===== src/rtl/sleep_ctl_pkg.sv =====
package sleep_ctl_pkg;
  typedef enum logic [1:0] {
    PH_AWAKE   = 2'd0,
    PH_ENTER   = 2'd1,
    PH_ASLEEP  = 2'd2,
    PH_RECOVER = 2'd3
  } sleep_phase_e;

  // True when every chip select is in its active level (mixed polarity).
  function automatic logic fully_selected(input logic cs0_n, input logic cs1,
                                          input logic cs2_n);
    return !cs0_n && cs1 && !cs2_n;
  endfunction

  // True when any select or strobe is in its active level.
  function automatic logic any_activity(input logic cs0_n, input logic cs1,
                                        input logic cs2_n, input logic stb_a_n,
                                        input logic stb_b_n);
    return !cs0_n || cs1 || !cs2_n || !stb_a_n || !stb_b_n;
  endfunction

  // Counter width able to hold values 0 .. n-1.
  function automatic int unsigned count_width(input int unsigned n);
    return (n < 2) ? 1 : $clog2(n);
  endfunction
endpackage


===== src/rtl/zz_synchronizer.sv =====
module zz_synchronizer #(
  parameter int unsigned STAGES = 2
) (
  input  logic clk,
  input  logic rst_n,
  input  logic async_in,
  output logic sync_out
);
  logic [STAGES-1:0] chain;

  always_ff @(posedge clk or negedge rst_n) begin
    if (!rst_n) chain[0] <= 1'b0;
    else        chain[0] <= async_in;
  end

  genvar g;
  generate
    for (g = 1; g < STAGES; g++) begin : g_stage
      always_ff @(posedge clk or negedge rst_n) begin
        if (!rst_n) chain[g] <= 1'b0;
        else        chain[g] <= chain[g-1];
      end
    end
  endgenerate

  assign sync_out = chain[STAGES-1];
endmodule


===== src/rtl/sleep_phase_fsm.sv =====
module sleep_phase_fsm
  import sleep_ctl_pkg::*;
#(
  parameter int unsigned ENTRY_CYCLES = 2,
  parameter int unsigned EXIT_CYCLES  = 2
) (
  input  logic         clk,
  input  logic         rst_n,
  input  logic         zz_sync,
  output sleep_phase_e phase,
  output logic         entry_start,
  output logic         in_recover
);
  localparam int unsigned LONGEST = (ENTRY_CYCLES > EXIT_CYCLES) ? ENTRY_CYCLES : EXIT_CYCLES;
  localparam int unsigned CNT_W   = count_width(LONGEST);
  localparam logic [CNT_W-1:0] ENTRY_LOAD = CNT_W'(ENTRY_CYCLES - 1);
  localparam logic [CNT_W-1:0] EXIT_LOAD  = CNT_W'(EXIT_CYCLES - 1);

  sleep_phase_e     phase_q;
  logic [CNT_W-1:0] left_q;
  logic             left_zero;

  assign left_zero   = (left_q == '0);
  assign entry_start = (phase_q == PH_AWAKE) && zz_sync;
  assign in_recover  = (phase_q == PH_RECOVER);
  assign phase       = phase_q;

  always_ff @(posedge clk or negedge rst_n) begin
    if (!rst_n) begin
      phase_q <= PH_AWAKE;
      left_q  <= '0;
    end else begin
      case (phase_q)
        PH_AWAKE: begin
          if (zz_sync) begin
            phase_q <= PH_ENTER;
            left_q  <= ENTRY_LOAD;
          end
        end
        PH_ENTER: begin
          if (left_zero) phase_q <= PH_ASLEEP;
          else           left_q  <= left_q - CNT_W'(1);
        end
        PH_ASLEEP: begin
          if (!zz_sync) begin
            phase_q <= PH_RECOVER;
            left_q  <= EXIT_LOAD;
          end
        end
        PH_RECOVER: begin
          if (left_zero) phase_q <= PH_AWAKE;
          else           left_q  <= left_q - CNT_W'(1);
        end
        default: phase_q <= PH_AWAKE;
      endcase
    end
  end
endmodule


===== src/rtl/violation_monitor.sv =====
module violation_monitor
  import sleep_ctl_pkg::*;
(
  input  logic clk,
  input  logic rst_n,
  input  logic entry_start,
  input  logic in_recover,
  input  logic cs0_n,
  input  logic cs1,
  input  logic cs2_n,
  input  logic astb_a_n,
  input  logic astb_b_n,
  output logic violation
);
  logic selected_at_entry;
  logic busy_in_recover;

  assign selected_at_entry = entry_start && fully_selected(cs0_n, cs1, cs2_n);
  assign busy_in_recover   = in_recover &&
                             any_activity(cs0_n, cs1, cs2_n, astb_a_n, astb_b_n);

  always_ff @(posedge clk or negedge rst_n) begin
    if (!rst_n) violation <= 1'b0;
    else        violation <= selected_at_entry || busy_in_recover;
  end
endmodule


===== src/rtl/sleep_mode_ctrl.sv =====
module sleep_mode_ctrl
  import sleep_ctl_pkg::*;
#(
  parameter int unsigned SYNC_STAGES  = 2,
  parameter int unsigned ENTRY_CYCLES = 2,
  parameter int unsigned EXIT_CYCLES  = 2
) (
  input  logic clk,
  input  logic rst_n,
  input  logic zz_async,
  input  logic cs0_n,
  input  logic cs1,
  input  logic cs2_n,
  input  logic astb_a_n,
  input  logic astb_b_n,
  input  logic core_rd_req,
  input  logic core_wr_req,
  output logic sleep_active,
  output logic access_block,
  output logic violation,
  output logic core_rd_en,
  output logic core_wr_en
);
  logic         zz_sync;
  logic         entry_start;
  logic         in_recover;
  sleep_phase_e phase;

  zz_synchronizer #(.STAGES(SYNC_STAGES)) u_sync (
    .clk      (clk),
    .rst_n    (rst_n),
    .async_in (zz_async),
    .sync_out (zz_sync)
  );

  sleep_phase_fsm #(
    .ENTRY_CYCLES (ENTRY_CYCLES),
    .EXIT_CYCLES  (EXIT_CYCLES)
  ) u_fsm (
    .clk         (clk),
    .rst_n       (rst_n),
    .zz_sync     (zz_sync),
    .phase       (phase),
    .entry_start (entry_start),
    .in_recover  (in_recover)
  );

  violation_monitor u_viol (
    .clk         (clk),
    .rst_n       (rst_n),
    .entry_start (entry_start),
    .in_recover  (in_recover),
    .cs0_n       (cs0_n),
    .cs1         (cs1),
    .cs2_n       (cs2_n),
    .astb_a_n    (astb_a_n),
    .astb_b_n    (astb_b_n),
    .violation   (violation)
  );

  assign sleep_active = (phase == PH_ASLEEP);
  assign access_block = (phase != PH_AWAKE);
  assign core_rd_en   = core_rd_req && !access_block;
  assign core_wr_en   = core_wr_req && !access_block;
endmodule


===== config.mk =====
export PLATFORM = sky130hd
export DESIGN_NAME = sleep_mode_ctrl
export DESIGN_NICKNAME = d
export VERILOG_FILES = /design/src/rtl/sleep_ctl_pkg.sv /design/src/rtl/zz_synchronizer.sv /design/src/rtl/sleep_phase_fsm.sv /design/src/rtl/violation_monitor.sv /design/src/rtl/sleep_mode_ctrl.sv
export SDC_FILE = /design/constraint.sdc
export NUM_CORES = 1
export LEC_CHECK = 0
export CORE_AREA = 2 2 39 41
export DETAILED_ROUTE_END_ITERATION = 10
export DIE_AREA = 0 0 41 43
export DONT_BUFFER_PORTS = 1
export PLACE_DENSITY = 0.51
export SYNTH_ARGS = -nofsm -noshare
export SYNTH_HDL_FRONTEND = slang
export SYNTH_HIERARCHICAL = 1
export SYNTH_SLANG_ARGS = --single-unit

===== constraint.sdc =====
create_clock -name clk -period 1.7 [get_ports clk]
set_input_delay 0.255 -clock clk [delete_from_list [all_inputs] [get_ports clk]]
set_output_delay 0.255 -clock clk [all_outputs]
set_load 0.03 [all_outputs]

==> results of run 1 <==
[placed cells by master, fill, tap and decap left out]
cell type,instances
o211ai_1,1
dfrtp_1,6
and2b_2,1
nand4b_1,1
ha_1,4
o21ai_0,1
mux2_1,1
a22oi_1,1
mux2i_1,1
and2_2,1
or2_1,1
buf_4,3
o21ai_2,1
clkbuf_4,3
dlygate4sd3_1,1
a31o_1,1
a21oi_1,1
a211o_1,1
nor2_1,2
inv_1,2
nor2b_1,1
and4bb_1,1
nor3b_1,2
[final cells by class]
class | count | area, µm²
sequential | 6 | 150.1
timing repair buffer | 4 | 32.53
clock buffer | 3 | 22.52
fill | 151 | 955.9
multi-input combinational | 23 | 195.2
tap | 16 | 20.02
inverter | 2 | 7.507
[layer usage]
layer	up-vias	wire length, µm	global-route usage (%)
met1	112	218	8.940
met5	-	0	0
met2	4	333	13.44
met4	0	0	10.00
met3	0	22	1.571
li1	125	-	-
[worst min-delay path by stage]
| stage | slack, ps | end | from |
|---|---|---|---|
| floorplan | -40 | u_fsm/left_q$_DFFE_PN0P_ | rst_n |
| CTS | 40 | u_sync/chain[0]$_DFF_PN0_ | zz_async |
| detailed placement | -40 | u_fsm/phase[0]$_DFFE_PN0P_ | rst_n |
| finish | 50 | u_sync/chain[0]$_DFF_PN0_ | zz_async |
| global placement | -40 | u_fsm/phase[1]$_DFFE_PN0P_ | rst_n |
| global route | 30 | u_sync/chain[0]$_DFF_PN0_ | zz_async |
[cell families (layout without fill, tap and decap cells)]
group,after synthesis,count (layout),share of synthesized area [%]
flip-flops,6,6,42.55
AND/OR/NAND/NOR,10,10,20.57
multiplexers,2,2,6.028
AO/OA/AOI/OAI,7,7,14.54
buffers and inverters,2,9,2.128
adder cells (fa/ha/maj),4,4,14.18
[state kept, by name, indices dropped and copies added (netlist names)]
register	count
u_sync/chain	1
u_fsm/left_q	1
u_viol/violation	1
u_sync/sync_out	1
u_fsm/phase	2
[through the flow]
stage	util, %	total power (µW)	hold slack, ps	instances
after floorplan	-	600.8	-40.59	31
after global placement	28.57	692.2	-40.41	50
after detailed placement	28.57	705.5	-40.42	50
after CTS	30.92	838.6	37.40	54
after global routing	30.92	907.3	29.48	54
final	30.92	818.0	48.93	54
[repair_timing]
item                       4_1_cts  5_1_grt
hold buffers                     1        0
hold endpoints to repair         6        0
setup endpoints to repair        0        0
[where the power goes]
| group | total (µW) | switching, µW | leakage (µW) | internal (µW) |
|---|---|---|---|---|
| clock | 121 | 41.7 | 0.0000138 | 79.2 |
| sequential | 249 | 54.6 | 0.0000716 | 194 |
| combinational | 448 | 259 | 0.000116 | 190 |
==> flow_metrics.tcl, run 1 <==
set metrics [dict create \
    track_usage_pct 8.916 \
    io-pin-count 15 \
    worstSetupEndpoint "u_viol/violation$_DFF_PN0_" \
    slew-limit-headroom_pct 82.70 \
    netlist_area_um2 352.8 \
    hold_viol_final 0 \
    insertion_delay_ps 230 \
    final_cell_area_um2 427.9 \
    power.density_nw_per_um2 1912 \
    routabilityCongestion 0.6875 \
    p_leak_uw 0.0002009 \
    rrSetupSlack_ps 170 \
    cp_top_family "flip-flops" \
    hpwl_um 498.7 \
    die_area_um2 1763 \
    yosysTopAreaCellShare_pct 42.55 \
    dieHeight_um 43 \
    netlist_instances 31 \
    cts_setup_buffers 0 \
    fin_ws_ps 173.5 \
    path_class "reg2reg" \
    required_ps 1810 \
    post_route_cells_drive_above_1_share_pct 23.68 \
    cp.depth 5 \
    synth_area_leaders "dfrtp_1, ha_1, nor3b_1" \
    post-route-min-period_ps 1527 \
    clk_pin_slew_worst_paths_ps 40 \
    synth_top_cell_by_area "dfrtp_1" \
    synthDistinctLibCells 20 \
    post_drt_wl_per_cell_um 10.63 \
    timing.rr.start "u_fsm/phase[1]$_DFFE_PN0P_" \
    final_nets 54 \
    yosys-top-cells-count "dfrtp_1, ha_1, inv_1, nor2_1, nor3b_1" \
    hold-path-cell-count 0 \
    syn_nets 45 \
    firstDrtPassIters 4 \
    cts_sinks 6 \
    cp.arrival_ps 1640 \
    viasPerCell 4.463 \
    cp_max_fo 7 \
    place_ws_ps 152.7 \
    grt_overflow 0 \
    ys_seq_elements 6 \
    synth.most_common_cell "dfrtp_1" \
    port_buffers 0 \
    maxCapViolCount 0 \
    synth-edff-count 0 \
    cts_tree "yes" \
    rsz0062_at_grt "false" \
    drc 0 \
    grt_pass1_vias 271 \
    via_count 241 \
    die_w_um 41 \
    ir_drop_mv 0.6594 \
    cp-start-kind "flop" \
    n_antenna_cell 0 \
    cts_resized 0 \
    status "finished clean" \
    drt_iter0_drc 1 \
    cp_slowest_stage_delay_ps 440 \
    critical_path.slowest_cell "dfrtp_1" \
    ys_seq_area_share_pct 42.55 \
    synth_area_per_cell_um2 11.38 \
    finClkSkew_ps 0.7940 \
    grt_max_degree 8 \
    cp_num_buf_inv 1 \
    grt_pass1_wl_mm 1.007 \
    async_flop_share_pct 100.0 \
    setup-tns-final_ps 0 \
    hold_class "in2reg" \
    endpoint_kind "flop" \
    cts_max_level 1 \
    start_util_pct 25.50 \
    antenna_found_initial 0 \
    tightestPinTransition_ps 252.3 \
    drv_slew 0 \
    cts_buffer_depth 2 \
    wl_um 574 \
    numCtsBuffers 3 \
    rows 14 \
    area_growth_pct 21.28 \
    layout_worst_path_cycle_share_pct 89.80 \
    setup_viol 0 \
    cp-startpoint "u_fsm/phase[1]$_DFFE_PN0P_" \
    rr_worst_depth 5 \
    reg2reg_to "u_viol/violation$_DFF_PN0_" \
    yosys_warnings 6 \
    root_buffer "clkbuf_4" \
    path_cells "inv_1 > ha_1 > and2_2 > and4bb_1 > a211o_1" \
    synthFlopType "dfrtp_1" \
    ant_nets 0 \
    max_freq_ghz 0.6551 \
    core-area_um2 1384 \
    dpl_cell_area_um2 395.4 \
]
Power figures use the tool's default switching activity.
==> inputs of run 2 (changes only) <==
--- a/config.mk
+++ b/config.mk
@@ -5,6 +5,7 @@
 export SDC_FILE = /design/constraint.sdc
 export NUM_CORES = 1
 export LEC_CHECK = 0
+export ABC_CLOCK_PERIOD_IN_PS = 1700
 export CORE_AREA = 2 2 39 41
 export DETAILED_ROUTE_END_ITERATION = 10
 export DIE_AREA = 0 0 41 43
==> results of run 2 <==
The final DEF is identical to that of run 1; final timing and power are the same.
